[src/rtl/dram_seq_ctrl.sv]
module dram_seq_ctrl #(
  parameter int CLK_NS        = 10,
  parameter int PAUSE_NS      = 500_000,
  parameter int WARM_CYCLES   = 8,
  parameter int RP_NS         = 120,
  parameter int RCD_NS        = 25,
  parameter int CAC_NS        = 115,
  parameter int RAC_NS        = 200,
  parameter int RAS_MIN_NS    = 200,
  parameter int RAS_MAX_NS    = 10_000,
  parameter int RC_NS         = 330,
  parameter int REF_WINDOW_NS = 2_000_000,
  parameter int REF_ROWS      = 128,
  parameter int AW            = 8
) (
  input  logic          clk,
  input  logic          rst_n,
  input  logic          host_req,
  input  logic          host_we,
  input  logic [2*AW-1:0] host_addr,
  input  logic          host_wdata,
  output logic          host_ready,
  output logic          host_rvalid,
  output logic          host_rdata,
  output logic          dram_ras_n,
  output logic          dram_cas_n,
  output logic          dram_we_n,
  output logic [AW-1:0] dram_a,
  output logic          dram_d,
  input  logic          dram_q
);

  function automatic int cyc(input int ns);
    int c;
    c = (ns + CLK_NS - 1) / CLK_NS;
    return (c < 1) ? 1 : c;
  endfunction

  function automatic int imax(input int a, input int b);
    return (a > b) ? a : b;
  endfunction

  localparam int C_PAUSE  = cyc(PAUSE_NS);
  localparam int C_RP     = cyc(RP_NS);
  localparam int C_RCD    = cyc(RCD_NS);
  localparam int C_COL    = imax(cyc(CAC_NS), imax(cyc(RAC_NS), cyc(RAS_MIN_NS)) - C_RCD);
  localparam int C_RASR   = imax(cyc(RAS_MIN_NS), cyc(RAC_NS));
  localparam int C_PRE    = imax(C_RP, cyc(RC_NS) - imax(C_RCD + C_COL, C_RASR));
  localparam int C_RC     = cyc(RC_NS);
  localparam int C_RASMAX = RAS_MAX_NS / CLK_NS;
  localparam int C_REFI   = REF_WINDOW_NS / (REF_ROWS * CLK_NS);
  localparam int CW       = $clog2(C_PAUSE + C_REFI + 64);
  localparam int TW       = $clog2(C_REFI + 1);
  localparam int RB       = $clog2(REF_ROWS);
  localparam int WB       = $clog2(WARM_CYCLES + 1);

  typedef enum logic [2:0] {S_PAUSE, S_IDLE, S_ROW, S_COL, S_RFSH, S_PRE} state_t;

  state_t            state;
  logic [CW-1:0]     cnt;
  logic [TW-1:0]     tmr;
  logic [WB-1:0]     warm;
  logic [RB-1:0]     rrow;
  logic              pend;
  logic [2*AW-1:0]   lat_addr;
  logic              lat_we;
  logic              lat_d;
  logic              warm_done;

  assign warm_done  = (warm == WB'(WARM_CYCLES));
  assign host_ready = (state == S_IDLE) && !pend;
  assign dram_ras_n = !(state == S_ROW || state == S_COL || state == S_RFSH);
  assign dram_cas_n = (state != S_COL);
  assign dram_we_n  = !((state == S_ROW || state == S_COL) && lat_we);
  assign dram_d     = lat_d;
  assign dram_a     = (state == S_COL)  ? lat_addr[AW-1:0] :
                      (state == S_RFSH) ? {{(AW-RB){1'b0}}, rrow} : lat_addr[2*AW-1:AW];

  always_ff @(posedge clk) begin
    if (!rst_n) begin
      state       <= S_PAUSE;
      cnt         <= CW'(C_PAUSE - 1);
      tmr         <= '0;
      warm        <= '0;
      rrow        <= '0;
      pend        <= 1'b0;
      lat_addr    <= '0;
      lat_we      <= 1'b0;
      lat_d       <= 1'b0;
      host_rvalid <= 1'b0;
      host_rdata  <= 1'b0;
    end else begin
      host_rvalid <= 1'b0;
      case (state)
        S_PAUSE: if (cnt == '0) begin
          state <= S_RFSH;
          cnt   <= CW'(C_RASR - 1);
        end else cnt <= cnt - 1'b1;
        S_IDLE: if (pend) begin
          state <= S_RFSH;
          cnt   <= CW'(C_RASR - 1);
          pend  <= 1'b0;
        end else if (host_req) begin
          state    <= S_ROW;
          cnt      <= CW'(C_RCD - 1);
          lat_addr <= host_addr;
          lat_we   <= host_we;
          lat_d    <= host_wdata;
        end
        S_ROW: if (cnt == '0) begin
          state <= S_COL;
          cnt   <= CW'(C_COL - 1);
        end else cnt <= cnt - 1'b1;
        S_COL: if (cnt == '0) begin
          state <= S_PRE;
          cnt   <= CW'(C_PRE - 1);
          if (!lat_we) begin
            host_rvalid <= 1'b1;
            host_rdata  <= dram_q;
          end
        end else cnt <= cnt - 1'b1;
        S_RFSH: if (cnt == '0) begin
          state <= S_PRE;
          cnt   <= CW'(C_PRE - 1);
          rrow  <= rrow + 1'b1;
          if (!warm_done) warm <= warm + 1'b1;
        end else cnt <= cnt - 1'b1;
        S_PRE: if (cnt == '0) begin
          if (warm_done) state <= S_IDLE;
          else begin
            state <= S_RFSH;
            cnt   <= CW'(C_RASR - 1);
          end
        end else cnt <= cnt - 1'b1;
        default: state <= S_IDLE;
      endcase
      if (warm_done) begin
        if (tmr == TW'(C_REFI - 1)) begin
          tmr  <= '0;
          pend <= 1'b1;
        end else tmr <= tmr + 1'b1;
      end
    end
  end

  logic [CW-1:0] lo_run, hi_run, since_fall;
  logic          ras_q;

  always_ff @(posedge clk) begin
    if (!rst_n) begin
      lo_run     <= '0;
      hi_run     <= '1;
      since_fall <= '1;
      ras_q      <= 1'b1;
    end else begin
      ras_q      <= dram_ras_n;
      lo_run     <= dram_ras_n ? '0 : lo_run + 1'b1;
      hi_run     <= !dram_ras_n ? '0 : ((hi_run == '1) ? hi_run : hi_run + 1'b1);
      since_fall <= (!dram_ras_n && ras_q) ? CW'(1) :
                    ((since_fall == '1) ? since_fall : since_fall + 1'b1);
    end
  end

  assert_ras_low_max_R4: assert property (@(posedge clk) disable iff (!rst_n)
    !dram_ras_n |-> lo_run < CW'(C_RASMAX));
  assert_precharge_min_R4: assert property (@(posedge clk) disable iff (!rst_n)
    (!dram_ras_n && ras_q) |-> hi_run >= CW'(C_RP));
  assert_cycle_min_R4: assert property (@(posedge clk) disable iff (!rst_n)
    (!dram_ras_n && ras_q) |-> since_fall >= CW'(C_RC));
  assert_cas_inside_ras_R5: assert property (@(posedge clk) disable iff (!rst_n)
    !dram_cas_n |-> !dram_ras_n);
  assert_early_write_R7: assert property (@(posedge clk) disable iff (!rst_n)
    ($fell(dram_cas_n) && !dram_we_n) |-> $past(!dram_we_n));
  assert_rvalid_pulse_R8: assert property (@(posedge clk) disable iff (!rst_n)
    host_rvalid |=> !host_rvalid);
  assert_ready_idle_R10: assert property (@(posedge clk) disable iff (!rst_n)
    host_ready |-> (dram_ras_n && dram_cas_n));

endmodule

[config.mk]
export PLATFORM = sky130hd
export DESIGN_NAME = dram_seq_ctrl
export DESIGN_NICKNAME = d
export VERILOG_FILES = /design/src/rtl/dram_seq_ctrl.sv
export SDC_FILE = /design/constraint.sdc
export NUM_CORES = 1
export LEC_CHECK = 0
export BUFFER_PORTS_ARGS = -buffer_cell sky130_fd_sc_hd__buf_2
export CORE_MARGIN = 3
export CORE_UTILIZATION = 25
export CTS_CLUSTER_DIAMETER = 120
export DETAILED_ROUTE_END_ITERATION = 7
export GPL_TIMING_DRIVEN = 1
export MAX_ROUTING_LAYER = met4
export SLEW_MARGIN = 15
export SYNTH_ARGS = -nofsm -noshare
export SYNTH_HDL_FRONTEND = slang
export SYNTH_SLANG_ARGS = --single-unit
[constraint.sdc]
create_clock -name clk -period 3.92 [get_ports clk]
set_clock_uncertainty 0.2 [all_clocks]
set_input_delay 0.784 -clock clk [delete_from_list [all_inputs] [get_ports clk]]
set_output_delay 0.784 -clock clk [all_outputs]
set_load 0.05 [all_outputs]
==> impl_metrics.yaml, run 1 <==
yosys:
  synthesis.area_mm2: 0.00331
  syn_nets: 452
  yosysSeqAreaShare: 0.375
  syn_area_per_cell_um2: 7.83
  synth_ff_type: "dfxtp_1"
  synth_edf_count: 0
  async_reset_ff_frac: 0
  syn_inst: 423
  yosysWarningCount: 0
  synthDistinctLibCells: 59
  ys_seq_elements: 62
clock_network:
  cts_resized: 0
  clk_path_buf_depth: 2
  cts_tree: "done"
  path_clk_slew_ns: 0.05
  post_cts_buffers: 0
  h-tree-depth: 3
  cts_sinks: 62
  clockRootBuffer: "clkbuf_16"
  clk_latency_ns: 0.33
  postCtsHoldBufs: 0
  cts_buffers: 9
setup_path:
  path_cells: "inv_1 -> nor2_1 -> and2_1 -> inv_1 -> nand2_1 -> o22ai_1 -> a21oi_1 -> buf_2"
  start_kind: "register"
  worstPathRequired_ns: 2.94
  cp.arrival_ns: 2.52
  crit_top_cell: "inv_1"
  cp_max_fo: 16
  end_kind: "primary output"
  r2r-start: "state[2]"
  slowest_delay_ns: 0.67
  setup.worst_path.start: "state[0]"
  worstSetupPathType: "register to primary output"
  crit_slowest_cell: "dfxtp_1"
sta:
  max_slew_margin: 0.289
  fmax_ghz: 0.286
  rsz0062_at_grt: "no"
  min_period_ns: 3.50
  setup-tns-final_ns: 0
  drv_slew: 0
  post-route-period-util: 0.893
  whs_ns: 0.258
  hold_viol: 0
  setup_viol: 0
  tightestPinTransition_ns: 1.06
pwr:
  p_clk_frac: 0.542
  static-leakage-power_uw: 0.00141
  ir_drop_mv: 0.188
  power.internal_uw: 1180
  swShare: 0.206
  p_sw_uw: 304
  power_frac_seq: 0.430
  powerDensity_mw_per_mm2: 374
  power_frac_comb: 0.028
die:
  core_area_mm2: 0.0128
  rows: 41
  die_y_um: 121
  io_pins: 37
  initial_core_util: 0.259
  die_w_um: 121
  dieArea_mm2: 0.0147
cells_and_area:
  multi_input_area_mm2: 0.00191
  antennaDiodeCount: 0
  drive_gt1_frac: 0.170
  layout.area.seq_mm2: 0.00124
  nNetsFinal: 482
  syn_to_final_growth_pct: 19.4
  design_area_mm2: 0.00396
  fin_cells: 630
  final_core_util: 0.310
  fill_cells: 1362
placed_design:
  placed_cell_area_mm2: 0.00365
  io_buffer_count: 36
  dp_hpwl_mm: 6.47
  dp_cells: 614
  gp_congestion: 0.858
detailed_routing:
  drc: 0
  initialDrtViolationCount: 265
  vias_per_cell: 5.06
  ant_nets: 0
  vias: 3190
  wirelength_mm: 9.05
  dr.pass1.iters: 4
  wl_per_cell_um: 14.4
global_route:
  groute.usage.overall: 0.131
  grt-ovfl-total: 0
  grt_pass1_wl_mm: 15.0
  grt_pass1_vias: 3034
  antenna_found_initial: 0
  grt_start_max_net_pins: 32
hold_path:
  min_from: "dram_d"
  hold_path.class: "register to register"
flow_run:
  drv_cap: 0
run_status:
  outcome: "finished, final reports clean"
## kinds of logic after synthesis
logic type / count (synthesis) / synth area share
AND/OR/NAND/NOR: 181 / 0.284
multiplexers: 1 / 0.00302
flip-flops: 62 / 0.375
adder cells (fa/ha/maj): 8 / 0.0295
AO/OA/AOI/OAI: 120 / 0.225
XOR/XNOR: 14 / 0.0370
buffers and inverters: 37 / 0.0472
## power by group through the flow
stage	Combinational [µW]	Sequential, µW	Clock [µW]
after floorplan	22.3	648	0
after global placement	40.1	649	0
after detailed placement	41.1	649	0
after CTS	41.6	636	819
after global routing	45.7	636	860
final	41.4	636	802
## through the flow
step	setup slack [ns]	power (µW)
2_1_floorplan	0.742	671
3_3_place_gp	0.867	689
3_5_place_dp	0.788	690
4_1_cts	0.426	1500
5_1_grt	0.178	1540
6_report	0.419	1480
## routing by layer
metal | vias up | track usage | part of all wire
li1 | 1582 | - | -
met2 | 78 | 0.192 | 0.45
met1 | 1521 | 0.177 | 0.48
met5 | - | - | 0
met4 | 0 | 0.0312 | 0.0088
met3 | 9 | 0.0420 | 0.059
## synthesized netlist by cell type, types with 4 or more instances
cell | instances | area share
or3_1 | 4 | 0.0076
xor2_1 | 8 | 0.021
nor2_1 | 44 | 0.050
o22ai_1 | 8 | 0.015
ha_1 | 7 | 0.026
nor3_1 | 10 | 0.015
nand2_1 | 48 | 0.054
nand3_1 | 28 | 0.042
nand4_1 | 7 | 0.013
o31ai_1 | 5 | 0.011
nand2b_1 | 5 | 0.0094
dfxtp_1 | 62 | 0.37
a21oi_1 | 54 | 0.082
o21ai_0 | 23 | 0.035
clkbuf_1 | 17 | 0.019
xnor2_1 | 6 | 0.016
and3_1 | 6 | 0.011
inv_1 | 13 | 0.015
## placed cells by master (no fill, tap or decap), drive strengths merged, types with 6 or more instances in the layout
cell type / netlist / routed
dfxtp: 62 / 62
and3: 7 / 7
inv: 13 / 13
xor2: 8 / 8
o22ai: 8 / 8
ha: 7 / 7
buf: 7 / 43
nand4: 8 / 8
nand3: 28 / 28
xnor2: 6 / 6
nor2: 45 / 45
a21oi: 54 / 54
nor3: 11 / 11
o21ai: 23 / 23
nand2: 48 / 48
or3: 8 / 8
clkbuf: 17 / 13
## critical path, delay by kind of cell, from the launching register on
kind            cells  cell delay, ns
compound gates      2            0.33
buf+inv             3            0.61
flops               1            0.67
simple gates        3            0.57
## cell type report
class / instances / share of cell area
tap: 172 / 0.0544
sequential: 62 / 0.314
clock inverter: 3 / 0.0108
multi-input combinational: 324 / 0.484
timing repair buffer: 43 / 0.0588
inverter: 13 / 0.0123
clock buffer: 13 / 0.0658
## registers in the layout, indices dropped and copies added (netlist names)
signal / flops
dram_d: 1
lat_we: 1
warm: 4
lat_addr: 16
host_rdata: 1
tmr: 11
cnt: 16
rrow: 7
pend: 1
host_rvalid: 1
state: 3
## worst paths after layout
kind	slack, ns	depth (start not counted)	endpoint
hold reg to reg	0.26	2	dram_d
setup / recovery	0.42	8	dram_a[0]
setup reg to reg	0.96	5	cnt[14]
hold / removal	0.26	2	dram_d
(Power assumes the default switching activity.)
==> run 2: changes to the inputs <==
--- a/config.mk
+++ b/config.mk
@@ -7,11 +7,12 @@
 export LEC_CHECK = 0
 export BUFFER_PORTS_ARGS = -buffer_cell sky130_fd_sc_hd__buf_2
 export CORE_MARGIN = 3
-export CORE_UTILIZATION = 25
+export CORE_UTILIZATION = 50
 export CTS_CLUSTER_DIAMETER = 120
 export DETAILED_ROUTE_END_ITERATION = 7
 export GPL_TIMING_DRIVEN = 1
 export MAX_ROUTING_LAYER = met4
+export PLACE_DENSITY = 0.7
 export SLEW_MARGIN = 15
 export SYNTH_ARGS = -nofsm -noshare
 export SYNTH_HDL_FRONTEND = slang
==> constraint.sdc (replaced) <==
create_clock -name clk -period 3.4 [get_ports clk]
set_clock_uncertainty 0.2 [all_clocks]
set_input_delay 0.68 -clock clk [delete_from_list [all_inputs] [get_ports clk]]
set_output_delay 0.68 -clock clk [all_outputs]
set_load 0.05 [all_outputs]
==> run 2 against run 1 <==
  * Worst setup slack got worse by 0.15 ns
  * Cell area decreased by 5.3%
  * Sequential share of layout area increased by 1.8 points
  * Via count down 0.94%
==> impl_metrics.yaml, run 2 (synthesis gave the netlist of run 1 again) <==
cells_and_area:
  final_core_util: 0.587
  fin_cells: 539
  final_common_cell: "dfxtp_1"
  antennaDiodeCount: 0
  final_cell_mix: "dfxtp_1 (62), a21oi_1 (54), nand2_1 (48)"
  reg_top3: "cnt: 16 flops, lat_addr: 16 flops, tmr: 11 flops"
  multi_input_area_mm2: 0.00191
  drive_gt1_frac: 0.175
  layout.area.seq_mm2: 0.00124
  fill_cells: 595
  design_area_mm2: 0.00375
  syn_to_final_growth_pct: 13.1
  nNetsFinal: 486
placed_design:
  io_buffer_count: 36
  post-place-ws_ns: 0.665
  dp_cells: 523
  gp_congestion: 0.944
  placed_cell_area_mm2: 0.00356
  dp_hpwl_mm: 5.87
setup_path:
  worstSetupPathType: "register to primary output"
  start_kind: "register"
  cp_max_fo: 16
  end_kind: "primary output"
  reg2reg_setup_slack_ns: 0.73
  cp.arrival_ns: 2.25
  worstPathRequired_ns: 2.52
global_route:
  met1_usage: 0.314
  grt_pass1_wl_mm: 13.9
  grt-ovfl-total: 0
  met3_usage: 0.0577
  antenna_found_initial: 0
  grt_start_max_net_pins: 28
  busiest_layer: "met2"
  met2_usage: 0.349
  grt_pass1_vias: 2903
  groute.usage.overall: 0.236
clock_network:
  h-tree-depth: 3
  clockRootBuffer: "clkbuf_8"
  cts_buffers: 9
  postCtsHoldBufs: 0
  cts_resized: 0
  cts_sinks: 62
  clk_latency_ns: 0.34
  clk_path_buf_depth: 2
  cts_tree: "done"
  post_cts_buffers: 0
  path_clk_slew_ns: 0.06
detailed_routing:
  vias: 3160
  wl_per_cell_um: 15.1
  vias_per_cell: 5.86
  initialDrtViolationCount: 193
  ant_nets: 0
  wirelength_mm: 8.17
  drc: 0
  dr.pass1.iters: 5
flow_run:
  drv_cap: 0
sta:
  tightestPinTransition_ns: 0.662
  setup_viol: 0
  setup_ws_ns: 0.266
  fmax_ghz: 0.319
  max_slew_margin: 0.554
  post-route-period-util: 0.922
  rsz0062_at_grt: "no"
  hold_viol: 0
  min_period_ns: 3.13
  setup-tns-final_ns: 0
  drv_slew: 0
pwr:
  ir_drop_mv: 0.244
  static-leakage-power_uw: 0.00138
  powerDensity_mw_per_mm2: 374
die:
  initial_core_util: 0.519
  io_pins: 37
  core_area_mm2: 0.00639
  dieArea_mm2: 0.00764
  die_y_um: 87.4
  die_w_um: 87.4
  rows: 29
run_status:
  outcome: "finished, final reports clean"
hold_path:
  hold_path.class: "register to register"
run 2: routing by layer:
| metal | vias up | share of wire |
|---|---|---|
| li1 | 1591 | - |
| met3 | 17 | 0.064 |
| met2 | 111 | 0.45 |
| met5 | - | 0 |
| met4 | 0 | 0.016 |
| met1 | 1441 | 0.47 |
run 2: critical path, cell delays in order, from the launching register on:
cell,delay [ns]
dfxtp_1,0.30
buf_4,0.21
inv_1,0.13
nor2_1,0.15
and2_1,0.17
inv_1,0.12
nand2_1,0.22
o22ai_1,0.15
a21oi_1,0.17
buf_2,0.29
run 2: layout make-up:
class / count / share of cell area
Tap cell: 77 / 0.0257
Clock inverter: 4 / 0.0127
Clock buffer: 12 / 0.0361
Sequential cell: 62 / 0.331
Timing Repair Buffer: 47 / 0.0701
Multi-Input combinational cell: 324 / 0.511
Inverter: 13 / 0.0130
run 2: path summary, 6_finish.rpt:
| path | start | endpoint | cells after the start |
|---|---|---|---|
| setup / recovery | state[0] | dram_a[1] | 9 |
| hold / removal | lat_addr[5] | lat_addr[5] | 2 |
| hold reg to reg | lat_addr[5] | lat_addr[5] | 2 |
| setup reg to reg | state[1] | lat_addr[2] | 7 |
run 2: metrics by stage:
stage	total power [µW]	hold WS, ns
after global placement	794	0.244
after CTS	1410	0.265
after detailed placement	795	0.255
final	1400	0.264
after global routing	1460	0.292
after floorplan	773	0.237
run 2: power breakdown:
part	switching, µW	internal (µW)
clock network	287	337
logic	28.4	18.5
registers	2.75	729
total	318	1080
==> run 3: changes to the inputs <==
--- a/config.mk
+++ b/config.mk
@@ -12,7 +12,7 @@
 export DETAILED_ROUTE_END_ITERATION = 7
 export GPL_TIMING_DRIVEN = 1
 export MAX_ROUTING_LAYER = met4
-export PLACE_DENSITY = 0.7
+export PLACE_DENSITY = 0.73
 export SLEW_MARGIN = 15
 export SYNTH_ARGS = -nofsm -noshare
 export SYNTH_HDL_FRONTEND = slang
==> constraint.sdc (replaced) <==
create_clock -name clk -period 2.5 [get_ports clk]
set_clock_uncertainty 0.2 [all_clocks]
set_input_delay 0.5 -clock clk [delete_from_list [all_inputs] [get_ports clk]]
set_output_delay 0.5 -clock clk [all_outputs]
set_load 0.05 [all_outputs]
==> run 3 against run 2 <==
  * Critical path depth decreased by 5
  * Cell area grew 10%
  * Total power rose by 35%
  * Flip-flop and latch count did not move
  * Cell count grew 4.6%
  * Routed wire length is 6.7% higher
  * Register-to-register slack got worse by 0.65 ns
  * Die area unchanged
  * Via count increased by 3.5%
  * Largest power group unchanged
  * Worst setup slack got worse by 0.22 ns
  * Clock power increased by 32%
  * Largest cell class unchanged
  * Clock-buffer cell count decreased by 2
==> impl_metrics.yaml, run 3 (synthesis gave the netlist of run 1 again) <==
sta:
  tightestPinTransition_ns: 0.666
  drv_slew: 0
  rsz0062_at_grt: "yes"
  hold_viol: 0
  max_slew_margin: 0.553
  setup_viol: 0
  fmax_ghz: 0.408
  min_period_ns: 2.45
  setup_ws_ns: 0.0501
  whs_ns: 0.193
  post-route-period-util: 0.980
pwr:
  ir_drop_mv: 0.534
  static-leakage-power_uw: 0.00152
  powerDensity_mw_per_mm2: 456
  p_total_uw: 1890
cells_and_area:
  final_common_cell: "dfxtp_1"
  multi_input_area_mm2: 0.00207
  fill_cells: 524
  final_cell_mix: "dfxtp_1 (60), a21oi_1 (47), nand2_1 (46)"
  layout.area.seq_mm2: 0.00124
  drive_gt1_frac: 0.275
  nNetsFinal: 511
  syn_to_final_growth_pct: 24.9
  antennaDiodeCount: 0
  fin_cells: 564
  design_area_mm2: 0.00414
  reg_top3: "cnt: 16 flops, lat_addr: 16 flops, tmr: 11 flops"
die:
  core_area_mm2: 0.00639
  dieArea_mm2: 0.00764
  initial_core_util: 0.519
  die_y_um: 87.4
  die_w_um: 87.4
  rows: 29
  io_pins: 37
setup_path:
  worstPathRequired_ns: 1.80
  critPathBufInv: 1
  cp.arrival_ns: 1.75
  slowest_delay_ns: 0.50
  crit_slowest_cell: "or3b_4"
  worstSetupPathType: "register to primary output"
  path_cells: "or3b_4 -> o22ai_2 -> a21oi_4 -> buf_4"
  crit_family: "simple AND/OR/NAND/NOR gates"
  cp_max_fo: 9
  start_kind: "register"
  end_kind: "primary output"
placed_design:
  gp_congestion: 0.913
  io_buffer_count: 36
  post-place-ws_ns: 0.0531
  placed_cell_area_mm2: 0.00382
  dp_hpwl_mm: 6.20
  dp_cells: 547
global_route:
  grt_pass1_vias: 3079
  grt_start_max_net_pins: 41
  grt-ovfl-total: 0
  antenna_found_initial: 0
  grt_pass1_wl_mm: 14.6
  groute.usage.overall: 0.250
clock_network:
  path_clk_slew_ns: 0.07
  cts_tree: "done"
  h-tree-depth: 3
  clk_path_buf_depth: 2
  clockRootBuffer: "clkbuf_8"
  postCtsHoldBufs: 0
  cts_sinks: 62
  cts_buffers: 9
  clk_latency_ns: 0.35
detailed_routing:
  ant_nets: 0
  drc: 0
  wl_per_cell_um: 15.4
  dr.pass1.iters: 4
  initialDrtViolationCount: 188
  vias: 3271
  vias_per_cell: 5.80
  wirelength_mm: 8.71
flow_run:
  drv_cap: 0
hold_path:
  hold_path.class: "primary input to register"
run_status:
  outcome: "finished, final reports clean"
run 3: path summary, 6_finish.rpt:
check	end	slack [ns]	start	cells after the start
worst max register to register	cnt[2]	0.08	cnt[0]	8
worst min register to register	dram_d	0.26	dram_d	2
worst max-delay path	dram_a[5]	0.05	state[2]	4
worst min-delay path	lat_addr[10]	0.19	host_addr[10]	3
run 3: through the flow:
stage | utilization | setup TNS [ns]
after global placement | 0.598 | 0
after floorplan | - | -0.0943
after detailed placement | 0.598 | 0
final | 0.648 | 0
after CTS | 0.638 | 0
after global routing | 0.648 | -0.0176
run 3: timing repair:
item	4_1_cts	5_1_grt
resized for setup	19	17
endpoints found under the setup margin	10	30
buffers inserted	0	1
pin swaps	0	2
run 3: layout make-up:
type                    count  area share
inverters                  13      0.0118
well taps                  77      0.0233
clock inverters             6      0.0112
clock buffers              10      0.0333
repair buffers             72       0.119
flip-flops and latches     62       0.301
multi-input cells         324       0.501
run 3: layer usage:
layer / wire (µm) / vias to the layer above / track usage
met5: 0 / - / -
met4: 149 / 0 / 0.0976
met3: 504 / 17 / 0.0615
met2: 4050 / 96 / 0.386
met1: 4000 / 1520 / 0.314
li1: - / 1638 / -
run 3: power breakdown:
part | switching (µW) | internal, µW
clock | 433 | 391
sequential | 2.29 | 991
combinational | 41.9 | 30.2
total | 477 | 1410
run 3: worst register-to-register path: cells and delay by family, from the launching register on:
family | cells | cell delay [ns]
flops | 1 | 0.31
compound gates | 3 | 0.66
simple gates | 2 | 0.68
fa+ha+maj | 1 | 0.15
buf+inv | 2 | 0.28
